## config.mk

```make
export PLATFORM = sky130hd
export DESIGN_NAME = srf_seq
export DESIGN_NICKNAME = d
export VERILOG_FILES = /design/src/rtl/srf_pkg.sv /design/src/rtl/srf_down_timer.sv /design/src/rtl/srf_burst_count.sv /design/src/rtl/srf_pin_encode.sv /design/src/rtl/srf_seq.sv
export SDC_FILE = /design/constraint.sdc
export NUM_CORES = 1
export LEC_CHECK = 0
export BUFFER_PORTS_ARGS = -buffer_cell sky130_fd_sc_hd__buf_4
export CAP_MARGIN = 15
export CELL_PAD_IN_SITES_DETAIL_PLACEMENT = 0
export CELL_PAD_IN_SITES_GLOBAL_PLACEMENT = 2
export CORE_ASPECT_RATIO = 1.1
export CORE_UTILIZATION = 34
export DETAILED_ROUTE_END_ITERATION = 10
export GPL_TIMING_DRIVEN = 0
export HOLD_SLACK_MARGIN = 0.1
export PLACE_DENSITY_LB_ADDON = 0.1
export SYNTH_ARGS = -nofsm -noshare
export SYNTH_HDL_FRONTEND = slang
export SYNTH_SLANG_ARGS = --single-unit
```

## constraint.sdc

```tcl
create_clock -name clk -period 2.45 [get_ports clk]
set_clock_uncertainty 0.2 [all_clocks]
set_input_delay 0.1225 -clock clk [delete_from_list [all_inputs] [get_ports clk]]
set_output_delay 0.1225 -clock clk [all_outputs]
set_load 0.01 [all_outputs]
```

## src/rtl/srf_pkg.sv

```systemverilog
package srf_pkg;

    typedef enum logic [2:0] {
        ST_IDLE,
        ST_PRE_BURST,
        ST_ENTER,
        ST_HOLD,
        ST_WAIT_CLK,
        ST_CKE_HIGH,
        ST_RECOVER,
        ST_POST_BURST
    } srf_state_e;

    typedef struct packed {
        logic cke;
        logic cs_n;
        logic ras_n;
        logic cas_n;
        logic we_n;
    } sdr_pins_t;

    localparam sdr_pins_t PINS_DESEL_AWAKE = '{cke: 1'b1, cs_n: 1'b1, ras_n: 1'b1, cas_n: 1'b1, we_n: 1'b1};
    localparam sdr_pins_t PINS_DESEL_ASLEEP = '{cke: 1'b0, cs_n: 1'b1, ras_n: 1'b1, cas_n: 1'b1, we_n: 1'b1};
    localparam sdr_pins_t PINS_AUTO_REF = '{cke: 1'b1, cs_n: 1'b0, ras_n: 1'b0, cas_n: 1'b0, we_n: 1'b1};
    localparam sdr_pins_t PINS_SELF_ENTRY = '{cke: 1'b0, cs_n: 1'b0, ras_n: 1'b0, cas_n: 1'b0, we_n: 1'b1};

    function automatic int unsigned max3(input int unsigned a, input int unsigned b, input int unsigned c);
        int unsigned m;
        m = (a > b) ? a : b;
        return (m > c) ? m : c;
    endfunction

    function automatic sdr_pins_t pins_for(input srf_state_e st, input logic fire_ref);
        sdr_pins_t p;
        unique case (st)
            ST_ENTER:                  p = PINS_SELF_ENTRY;
            ST_HOLD, ST_WAIT_CLK:      p = PINS_DESEL_ASLEEP;
            ST_PRE_BURST, ST_POST_BURST: p = fire_ref ? PINS_AUTO_REF : PINS_DESEL_AWAKE;
            default:                   p = PINS_DESEL_AWAKE;
        endcase
        return p;
    endfunction

endpackage

```

## src/rtl/srf_down_timer.sv

```systemverilog
module srf_down_timer #(
    parameter int W = 4
) (
    input  logic         clk,
    input  logic         rst,
    input  logic         load,
    input  logic [W-1:0] load_val,
    output logic         zero
);
    logic [W-1:0] cnt;

    always_ff @(posedge clk) begin
        if (rst)
            cnt <= '0;
        else if (load)
            cnt <= load_val;
        else if (cnt != '0)
            cnt <= cnt - 1'b1;
    end

    assign zero = (cnt == '0);
endmodule

```

## src/rtl/srf_burst_count.sv

```systemverilog
module srf_burst_count #(
    parameter int LIMIT = 4096
) (
    input  logic clk,
    input  logic rst,
    input  logic clr,
    input  logic inc,
    output logic done
);
    localparam int CW = $clog2(LIMIT + 1);

    logic [CW-1:0] cnt;

    always_ff @(posedge clk) begin
        if (rst || clr)
            cnt <= '0;
        else if (inc)
            cnt <= cnt + 1'b1;
    end

    assign done = (cnt == CW'(LIMIT));
endmodule

```

## src/rtl/srf_pin_encode.sv

```systemverilog
module srf_pin_encode
    import srf_pkg::*;
(
    input  srf_state_e st,
    input  logic       fire_ref,
    output sdr_pins_t  pins
);
    always_comb pins = pins_for(st, fire_ref);
endmodule

```

## src/rtl/srf_seq.sv

```systemverilog
module srf_seq
    import srf_pkg::*;
#(
    parameter int T_SRX     = 2,
    parameter int T_RC      = 9,
    parameter int T_RAS     = 7,
    parameter int BURST_LEN = 4096,
    parameter bit BURST_EN  = 1'b1
) (
    input  logic clk,
    input  logic rst,
    input  logic sleep_req,
    input  logic wake_req,
    input  logic clk_stable,
    output logic cke,
    output logic cs_n,
    output logic ras_n,
    output logic cas_n,
    output logic we_n,
    output logic ready
);
    localparam int TMAX = int'(max3(T_SRX, T_RC, T_RAS));
    localparam int TW   = $clog2(TMAX + 1);
    localparam logic [TW-1:0] LD_RC  = TW'(T_RC - 1);
    localparam logic [TW-1:0] LD_RAS = TW'(T_RAS - 1);
    localparam logic [TW-1:0] LD_SRX = TW'(T_SRX - 1);

    srf_state_e st, st_nxt;
    logic       wake_pend;
    logic       t_load, t_zero;
    logic [TW-1:0] t_val;
    logic       b_clr, b_inc, b_done;
    logic       fire_ref;
    sdr_pins_t  pins;

    srf_down_timer #(.W(TW)) u_timer (
        .clk      (clk),
        .rst      (rst),
        .load     (t_load),
        .load_val (t_val),
        .zero     (t_zero)
    );

    generate
        if (BURST_EN) begin : g_burst
            srf_burst_count #(.LIMIT(BURST_LEN)) u_burst (
                .clk  (clk),
                .rst  (rst),
                .clr  (b_clr),
                .inc  (b_inc),
                .done (b_done)
            );
        end else begin : g_no_burst
            assign b_done = 1'b1;
        end
    endgenerate

    always_comb begin
        st_nxt   = st;
        t_load   = 1'b0;
        t_val    = '0;
        b_clr    = 1'b0;
        b_inc    = 1'b0;
        fire_ref = 1'b0;
        unique case (st)
            ST_IDLE: begin
                if (sleep_req) begin
                    if (BURST_EN) begin
                        st_nxt = ST_PRE_BURST;
                        t_load = 1'b1;
                        b_clr  = 1'b1;
                    end else begin
                        st_nxt = ST_ENTER;
                    end
                end
            end
            ST_PRE_BURST, ST_POST_BURST: begin
                if (t_zero) begin
                    if (b_done) begin
                        st_nxt = (st == ST_PRE_BURST) ? ST_ENTER : ST_IDLE;
                    end else begin
                        fire_ref = 1'b1;
                        b_inc    = 1'b1;
                        t_load   = 1'b1;
                        t_val    = LD_RC;
                    end
                end
            end
            ST_ENTER: begin
                st_nxt = ST_HOLD;
                t_load = 1'b1;
                t_val  = LD_RAS;
            end
            ST_HOLD: begin
                if (t_zero && (wake_pend || wake_req))
                    st_nxt = ST_WAIT_CLK;
            end
            ST_WAIT_CLK: begin
                if (clk_stable) begin
                    st_nxt = ST_CKE_HIGH;
                    t_load = 1'b1;
                    t_val  = LD_SRX;
                end
            end
            ST_CKE_HIGH: begin
                if (t_zero) begin
                    st_nxt = ST_RECOVER;
                    t_load = 1'b1;
                    t_val  = LD_RC;
                end
            end
            ST_RECOVER: begin
                if (t_zero) begin
                    if (BURST_EN) begin
                        st_nxt = ST_POST_BURST;
                        t_load = 1'b1;
                        b_clr  = 1'b1;
                    end else begin
                        st_nxt = ST_IDLE;
                    end
                end
            end
            default: st_nxt = ST_IDLE;
        endcase
    end

    always_ff @(posedge clk) begin
        if (rst) begin
            st        <= ST_IDLE;
            wake_pend <= 1'b0;
        end else begin
            st <= st_nxt;
            if (st_nxt == ST_WAIT_CLK)
                wake_pend <= 1'b0;
            else if (wake_req && (st == ST_PRE_BURST || st == ST_ENTER || st == ST_HOLD))
                wake_pend <= 1'b1;
        end
    end

    srf_pin_encode u_enc (
        .st       (st),
        .fire_ref (fire_ref),
        .pins     (pins)
    );

    assign cke   = pins.cke;
    assign cs_n  = pins.cs_n;
    assign ras_n = pins.ras_n;
    assign cas_n = pins.cas_n;
    assign we_n  = pins.we_n;
    assign ready = (st == ST_IDLE);
endmodule

```

==> impl_results.md, run 1 <==
- Pre-antenna DRT Iters: 4
- Peak Freq: around 430 MHz
- Htree depth: 1
- Synth Warn #: 0
- CTS Sinks: 21
- Power density cells: around 630 nW/um^2
- Vias in the first global route: 1088
- Fin cells: between 200 and 250
- Cts bufs inserted: 3
- First-pass GRT wire length: between 4000 and 5000 um
- Initial antenna violation count: 0
- CP Data Arrival Time: around 2.4 ns
- Data required, critical path: around 2.5 ns
- Routability Congestion: around 0.75
- Reported max-cap violation count: 0
- Detailed Place HPWL: about 2000 um
- Slew margin rel.: about two thirds
- Largest net degree at the start of global routing: 12
- Number of flops mapped to enable cells by yosys: 0
- Sequential fraction of the synthesis area: about 34%
- Die width: 59.4 um
- CTS tree: yes
- Setup TNS: 0 ns
- IO buf count: 8
- Synth Cell Area: between 1000 and 1500 um^2
- Syn Nets: 159
- Initial DRC Count: 70
- Congestion Overflow GR: 0
- Fin crit period: around 2.3 ns
- Mapped Cells: around 150
- DP Cell Count: ~210
- Leak pwr: ~0.52 nW
- Fin. max-slew vios: 0
- DRC: 0
- Unique masters post-synth: 42
- Starting Density: 36.1%
- Total Routing Usage GR: ~16%
- Leading cell types in the layout, fill and taps excluded: dfxtp_1, buf_4, nor2_1, a21oi_1, xnor2_1
- CTS Buffer Depth: 2
- Die area: between 3000 and 4000 um^2
- Yosys reg bits: 21
- Routed WL: 2790 um
- Peak VDD IR: 0.000239 V
- Synth Flop Type: dfxtp_1
- # setup viols final: 0
- Drt via density: just over 5
- Commonest non-fill, non-tap cell in the layout: dfxtp_1
- Clock root buffer master: clkbuf_4
- Vias after detailed routing: between 1000 and 1500
- Ant. Diodes: 0
- Fraction of registers with async set/reset: 0%
- Ratio of cells with drive above 1 in the final layout: between 20% and 30%
- RSZ-0062 raised after global routing: true
- Worst-Skew Late Latency: ~0.3 ns
- Syn Area/Cell: about 8 um^2
- CP Launch Type: register
- Num rows: 22
- Wire per inst: about 13 um
- Final hold vios: 0
- CTS clk-pin slew, worst paths: between 0.1 and 0.15 ns
- Die H: 65.2 um
- Num ports: 11
- Antenna viol nets, final: 0
- Total power: just under 1 mW
- Slew @ Worst Pin: a little over 0.5 ns
- Crit path kind: reg -> reg
- CP Capture Type: register
- CP max FO: 6
- Core area: roughly 3400 um^2
- Nets: 183
- Final Util: 45.4%
- Period Utilization, post-route: a little over nine tenths
- Status: complete, no violations
- Area growth, synth to finish: 25.7%
- Hold crit path type: in -> reg
-- synth_stat cells, types with 2 or more instances --
cell,n,area [um^2]
a21oi_1,11,55.1
xor2_1,2,17.5
o21ai_0,7,35.0
a211oi_1,2,15.0
nand4_1,3,18.8
inv_1,7,26.3
xnor2_1,8,70.1
dfxtp_1,21,420
clkbuf_1,5,18.8
buf_4,3,22.5
nor2_1,18,67.6
ha_1,3,37.5
a311oi_1,5,43.8
or3_1,6,37.5
nand2_1,7,26.3
and3_1,2,12.5
nor4_1,4,25.0
nor4b_1,2,17.5
nand3_1,5,25.0
nor3_1,7,35.0
and2_1,2,12.5
-- sequential cells by signal, summed over array words and instances (netlist names) --
name	flops
wake_pend	1
st	3
u_timer.cnt	4
g_burst.u_burst.cnt	13
-- through the flow --
| stage | cell area [um^2] | hold slack, ns | setup slack (ns) |
|---|---|---|---|
| 3_5_place_dp | 1350 | 0.212 | -0.183 |
| 5_1_grt | 1550 | 0.203 | -0.0225 |
| 4_1_cts | 1470 | 0.114 | 0.00122 |
| 3_3_place_gp | 1350 | 0.196 | -0.160 |
| 6_report | 1550 | 0.130 | 0.103 |
| 2_1_floorplan | 1230 | 0.0943 | 0.194 |
-- power by group --
group	total (mW)	internal, mW	leakage (nW)	switching (mW)
registers	0.398	0.369	0.171	0.0294
clock network	0.166	0.0633	0.0150	0.102
logic	0.410	0.210	0.330	0.200
-- kinds of logic after synthesis --
logic type | Yosys count | synth area share, %
compound gates | 30 | 16.6
fa+ha+maj | 3 | 3.04
mux | 2 | 1.72
other cells | 1 | 0.304
buf+inv | 16 | 5.78
simple gates | 68 | 31.3
flops | 21 | 34.1
xor+xnor | 10 | 7.10
-- repair_timing --
| action | CTS | global route |
|---|---|---|
| endpoints found under the setup margin | 11 | 11 |
| hold endpoints to repair | 8 | 0 |
| resized for setup | 7 | 10 |
| pin swaps | 3 | 4 |
| hold buffers | 3 | 0 |
| setup buffers | 4 | 4 |
-- worst paths after layout --
check                               start                      end  slack [ns]  cells after the start
hold reg to reg   g_burst.u_burst.cnt[12]  g_burst.u_burst.cnt[12]        0.31                      2
hold / removal                  sleep_req   g_burst.u_burst.cnt[6]        0.13                      5
setup / recovery   g_burst.u_burst.cnt[0]           u_timer.cnt[2]        0.10                      7
setup reg to reg   g_burst.u_burst.cnt[0]           u_timer.cnt[2]        0.10                      7
-- per-layer routing --
metal / share of wire, % / vias to the layer above / track usage (%)
met5: 0 / - / 0
met4: 1.2 / 0 / 5.36
met3: 2.4 / 4 / 1.77
met2: 51 / 11 / 29.2
met1: 46 / 533 / 19.0
li1: - / 591 / -
-- worst max-delay path: stages (launching register included) --
cell	delay [ns]
dfxtp_2	0.36
inv_1	0.06
ha_1	0.14
or4bb_4	0.49
or3_4	0.38
a211oi_4	0.34
a21oi_1	0.11
a211oi_1	0.20
-- area by class of cell --
class | count | area (um^2)
Inverter | 7 | 26.3
Clock buffer | 4 | 26.3
Tap cell | 48 | 60.1
Timing Repair Buffer | 19 | 150
Buffer | 9 | 45.0
Multi-Input combinational cell | 114 | 821
Fill cell | 367 | 1860
Sequential cell | 21 | 422
No activity file was read; power rests on OpenSTA's default activity.
==> run 2: changes to the inputs <==
- CTS_BUF_LIST: not set -> sky130_fd_sc_hd__clkbuf_16
==> impl_results.md, run 2 (synthesis results as in run 1) <==
- WHS Path Cells: 5 (unchanged)
- Reg-to-reg endpoint: u_timer.cnt[2] (unchanged)
- Peak Freq: 429 MHz (was 426 MHz)
- End of the critical path: u_timer.cnt[2] (unchanged)
- # setup viols final: 0 (unchanged)
- CP max FO: 6 (unchanged)
- R2R cell count: 7 (unchanged)
- Final hold vios: 0 (unchanged)
- CP Capture Type: register (unchanged)
- CP Data Arrival Time: 2.30 ns (was 2.37 ns)
- CTS Sinks: 21 (unchanged)
- Register bank with the most flops: g_burst.u_burst.cnt (unchanged)
- Htree depth: 1 (unchanged)
- Num rows: 22 (unchanged)
- Fin cells: 223 (was 222)
- Vias in the first global route: 1101 (was 1088)
- Drt via density: 5.11 (was 5.13)
- Reg2reg setup slack: 0.12 ns (was 0.10 ns)
- Ratio of cells with drive above 1 in the final layout: 24.0% (was 24.1%)
- FILL cells: 364 (was 367)
- Cts bufs inserted: 3 (unchanged)
- Ant. Diodes: 0 (unchanged)
- Area after DPL: 1350 um^2 (unchanged)
- Fin. max-slew vios: 0 (unchanged)
- Fin crit period: 2.33 ns (was 2.35 ns)
- Setup WS pre-CTS: -0.183 ns (unchanged)
- Initial DRC Count: 48 (was 70)
- Total Routing Usage GR: 16.5% (was 16.0%)
- DP Cell Count: 207 (unchanged)
- Antenna viol nets, final: 0 (unchanged)
- Area growth, synth to finish: 29.9% (was 25.7%)
- Core area: 3410 um^2 (unchanged)
- Die H: 65.2 um (unchanged)
- Worst Setup SP: g_burst.u_burst.cnt[0] (unchanged)
- Worst-Skew Late Latency: 0.25 ns (was 0.30 ns)
- Congestion Overflow GR: 0 (unchanged)
- First-pass GRT wire length: 4820 um (was 4740 um)
- Setup TNS: 0 ns (unchanged)
- Routability Congestion: 0.752 (unchanged)
- Final Util: 47.0% (was 45.4%)
- Clock root buffer master: clkbuf_16 (was clkbuf_4)
- Detailed Place HPWL: 1970 um (unchanged)
- Biggest regs: g_burst.u_burst.cnt (13), u_timer.cnt (4), st (3) (unchanged)
- CTS tree: yes (unchanged)
- Routed WL: 2800 um (was 2790 um)
- Period Utilization, post-route: 95.1% (was 95.8%)
- IO buf count: 8 (unchanged)
- Largest register FFs: 13 (unchanged)
- CP Launch Type: register (unchanged)
- Leak pwr: 0.547 nW (was 0.516 nW)
- Reported max-cap violation count: 0 (unchanged)
- Nets: 184 (was 183)
- Starting Density: 36.1% (unchanged)
- Initial antenna violation count: 0 (unchanged)
- Leading cell types in the layout, fill and taps excluded: buf_4, dfxtp_1, nor2_1, a21oi_1 (was dfxtp_1, buf_4, nor2_1, a21oi_1, xnor2_1)
- FF-to-FF Start: g_burst.u_burst.cnt[0] (unchanged)
- Die area: 3870 um^2 (unchanged)
- Crit path kind: reg -> reg (unchanged)
- Num ports: 11 (unchanged)
- Worst setup margin: 0.119 ns (was 0.103 ns)
- Largest net degree at the start of global routing: 12 (unchanged)
- Die width: 59.4 um (unchanged)
- Cell area after layout: 1600 um^2 (was 1550 um^2)
- Hold crit path type: in -> reg (unchanged)
- Status: complete, no violations (unchanged)
- CTS clk-pin slew, worst paths: 0.06 ns (was 0.12 ns)
- Pre-antenna DRT Iters: 4 (unchanged)
- Peak VDD IR: 0.000344 V (was 0.000239 V)
- Wire per inst: 12.6 um (about the same)
- CTS Buffer Depth: 2 (unchanged)
- RSZ-0062 raised after global routing: true (unchanged)
- DRC: 0 (unchanged)
- Vias after detailed routing: 1139 (unchanged)
- Power density cells: 715 nW/um^2 (was 628 nW/um^2)
- Data required, critical path: 2.42 ns (was 2.47 ns)
run 2: cell type report:
class                   instances  area (um^2)  area share [%]
repair buffers                 20          158            9.84
plain buffers                   9         45.0            2.81
inverters                       7         26.3            1.64
well taps                      48         60.1            3.75
clock inverters                 1         3.75           0.234
multi-input cells             114          813            50.7
clock buffers                   3         75.1            4.68
flip-flops and latches         21          422            26.3
run 2: worst min path at each step:
stage / from / end
after floorplan: clk_stable / u_timer.cnt[0]
after global placement: clk_stable / u_timer.cnt[0]
after detailed placement: clk_stable / u_timer.cnt[0]
after CTS: sleep_req / g_burst.u_burst.cnt[6]
after global routing: sleep_req / g_burst.u_burst.cnt[6]
final: sleep_req / g_burst.u_burst.cnt[6]
run 2: critical path: stages (launching register included):
cell and delay, ns:
dfxtp_2 0.34, inv_1 0.06, ha_1 0.12, or4bb_4 0.49, or3_4 0.38, a211oi_4 0.34, a21oi_1 0.11, a211oi_1 0.20
run 2: metrics by stage:
stage	hold WS, ns	total power [mW]
after CTS	0.178	1.13
after detailed placement	0.212	0.712
final	0.186	1.15
after floorplan	0.0943	0.632
after global routing	0.272	1.21
after global placement	0.196	0.712
run 2: what timing repair did:
| action | in CTS | in global routing |
|---|---|---|
| hold endpoints to repair | 5 | 0 |
| setup endpoints to repair | 11 | 7 |
| pin swaps | 3 | 4 |
| hold buffers | 3 | 0 |
| gates cloned | 0 | 0 |
| gates resized for setup | 6 | 9 |
| buffers inserted | 5 | 4 |
run 2: metal layers:
layer / wire length (um) / up-vias / track usage, %
li1: - / 594 / -
met1: 1250 / 526 / 19.0
met2: 1420 / 14 / 29.1
met3: 78 / 5 / 2.36
met4: 56 / 0 / 8.04
met5: 0 / - / 0
run 2: power breakdown:
| part | total, mW | switching (mW) | internal (mW) | leakage (nW) |
|---|---|---|---|---|
| logic | 0.408 | 0.200 | 0.208 | 0.334 |
| registers | 0.398 | 0.0293 | 0.369 | 0.171 |
| clock network | 0.341 | 0.123 | 0.218 | 0.0423 |
==> run 3: changes to the inputs <==
- MAX_ROUTING_LAYER: not set -> met4
- RECOVER_POWER: not set -> 100
==> impl_results.md, run 3 (synthesis results as in run 1) <==
- Reg-to-reg endpoint: u_timer.cnt[0] (was u_timer.cnt[2])
- Die area: 3870 um^2 (unchanged)
- Nets: 184 (unchanged)
- CTS Buffer Depth: 2 (unchanged)
- Congestion Overflow GR: 0 (unchanged)
- Setup WS pre-CTS: -0.183 ns (unchanged)
- Vias after detailed routing: 1143 (was 1139)
- Worst-Skew Late Latency: 0.25 ns (about the same)
- Slowest-stage cell, CP: or4bb_4 (unchanged)
- WHS Path Cells: 5 (unchanged)
- Worst setup margin: 0.119 ns (about the same)
- Num rows: 22 (unchanged)
- Wire per inst: 12.6 um (about the same)
- Largest register FFs: 13 (unchanged)
- DRC: 0 (unchanged)
- Register bank with the most flops: g_burst.u_burst.cnt (unchanged)
- CP Capture Type: register (unchanged)
- Status: complete, no violations (unchanged)
- Period Utilization, post-route: 95.1% (about the same)
- Fin. max-slew vios: 0 (unchanged)
- CTS clk-pin slew, worst paths: 0.06 ns (about the same)
- End of the critical path: u_timer.cnt[0] (was u_timer.cnt[2])
- First-pass GRT wire length: 4820 um (unchanged)
- R2R cell count: 8 (was 7)
- Leading cell types in the layout, fill and taps excluded: dfxtp_1, buf_4, nor2_1, a21oi_1 (was buf_4, dfxtp_1, nor2_1, a21oi_1)
- Initial DRC Count: 55 (was 48)
- Sequential cell fraction of total power: 34.8% (was 34.7%)
- Clock root buffer master: clkbuf_16 (unchanged)
- Vias in the first global route: 1097 (was 1101)
- RSZ-0062 raised after global routing: true (unchanged)
- Fin cells: 223 (unchanged)
- Final hold vios: 0 (unchanged)
- CP Launch Type: register (unchanged)
- FF-to-FF Start: g_burst.u_burst.cnt[0] (unchanged)
- Fin crit period: 2.33 ns (about the same)
- Int Pwr: 793 uW (was 794 uW)
- DP Cell Count: 207 (unchanged)
- Core area: 3410 um^2 (unchanged)
- Commonest non-fill, non-tap cell in the layout: dfxtp_1
- CTS Sinks: 21 (unchanged)
- Reg area: 422 um^2 (unchanged)
- Die H: 65.2 um (unchanged)
- FILL cells: 365 (was 364)
- Clock power share: 29.7% (about the same)
- Cts bufs inserted: 3 (unchanged)
- Power density cells: 718 nW/um^2 (was 715 nW/um^2)
- CTS tree: yes (unchanged)
- Largest net degree at the start of global routing: 12 (unchanged)
- Hold crit path type: in -> reg (unchanged)
- Reg2reg setup slack: 0.12 ns (about the same)
- Critical path depth: 8 (was 7)
- Total power: 1.15 mW (about the same)
- Crit path buf inv count: 2 (was 1)
- Antenna viol nets, final: 0 (unchanged)
- Multi-input logic area: 813 um^2 (unchanged)
- Crit path largest cell delay: 0.49 ns (about the same)
- Initial antenna violation count: 0 (unchanged)
- Die width: 59.4 um (unchanged)
- Detailed Place HPWL: 1970 um (unchanged)
- IO buf count: 8 (unchanged)
- Worst Setup SP: g_burst.u_burst.cnt[0] (unchanged)
- Peak VDD IR: 0.000345 V (was 0.000344 V)
- Leak pwr: 0.541 nW (was 0.547 nW)
- Reported max-cap violation count: 0 (unchanged)
- Area growth, synth to finish: 29.3% (was 29.9%)
- Ant. Diodes: 0 (unchanged)
- Total Routing Usage GR: 16.9% (was 16.5%)
- Crit path kind: reg -> reg (unchanged)
- Ratio of cells with drive above 1 in the final layout: 22.9% (was 24.0%)
- Routability Congestion: 0.762 (was 0.752)
- Final Util: 46.7% (was 47.0%)
- Biggest regs: g_burst.u_burst.cnt (13), u_timer.cnt (4), st (3) (unchanged)
- Htree depth: 1 (unchanged)
- Switching power: 352 uW (about the same)
- Logic pwr share: 35.6% (was 35.5%)
- # setup viols final: 0 (unchanged)
- Num ports: 11 (unchanged)
- Routed WL: 2820 um (was 2800 um)
- Drt via density: 5.13 (was 5.11)
- CP Data Arrival Time: 2.32 ns (was 2.30 ns)
- Starting Density: 36.1% (unchanged)
- Sw Share: 30.7% (about the same)
- CP max FO: 6 (unchanged)
- CP cell instances: inv_1 > ha_1 > or4bb_4 > or3_4 > a211oi_4 > buf_4 > a32oi_1 > nor2_1 (was inv_1 > ha_1 > or4bb_4 > or3_4 > a211oi_4 > a21oi_1 > a211oi_1)
- Peak Freq: 429 MHz (about the same)
- Pre-antenna DRT Iters: 4 (unchanged)
- Data required, critical path: 2.44 ns (was 2.42 ns)
- CP delay by family, top: simple AND/OR/NAND/NOR gates (unchanged)
-- run 3: area by class of cell --
type                    count  area share, %
multi-input cells         114           51.0
flip-flops and latches     21           26.4
repair buffers             20           9.41
clock buffers               3           4.71
well taps                  48           3.76
plain buffers               9           2.82
inverters                   7           1.65
clock inverters             1          0.235
-- run 3: what timing repair did --
action,4_1_cts,5_1_grt
setup endpoints to repair,11,7
hold buffers,3,0
resized for setup,6,9
setup buffers,5,4
hold endpoints to repair,5,0
pin swaps,3,4
-- run 3: per-layer routing --
metal	wire, um	share of wire (%)	up-vias	global-route usage, %
met2	1440	51	12	29.1
li1	-	-	594	-
met3	69	2.5	5	2.36
met4	49	1.7	0	8.04
met5	0	0	-	-
met1	1250	45	532	19.0
-- run 3: metrics by stage --
stage / TNS (ns) / hold WS [ns] / area, um^2
6_report: 0 / 0.200 / 1600
5_1_grt: -0.0131 / 0.272 / 1600
4_1_cts: 0 / 0.178 / 1530
3_5_place_dp: -1.23 / 0.212 / 1350
3_3_place_gp: -1.09 / 0.196 / 1350
2_1_floorplan: 0 / 0.0943 / 1230
-- run 3: power by group through the flow --
stage          Combinational [mW]  Clock, mW  Sequential, mW
2_1_floorplan               0.236          0           0.395
3_3_place_gp                0.311          0           0.400
3_5_place_dp                0.310          0           0.402
4_1_cts                     0.378      0.355           0.398
5_1_grt                     0.451      0.360           0.402
6_report                    0.407      0.340           0.398
-- run 3: worst min-delay path: stages --
cell and delay [ns]:
buf_4 0.08, nand2_1 0.03, o21ai_0 0.09, a21o_1 0.22
a21oi_1 0.05
-- run 3: worst min path at each step --
| stage | startpoint | endpoint | slack, ns |
|---|---|---|---|
| final | sleep_req | g_burst.u_burst.cnt[6] | 0.20 |
| after global routing | sleep_req | g_burst.u_burst.cnt[6] | 0.27 |
| after CTS | sleep_req | g_burst.u_burst.cnt[6] | 0.18 |
| after detailed placement | clk_stable | u_timer.cnt[0] | 0.21 |
| after global placement | clk_stable | u_timer.cnt[0] | 0.20 |
| after floorplan | clk_stable | u_timer.cnt[0] | 0.09 |
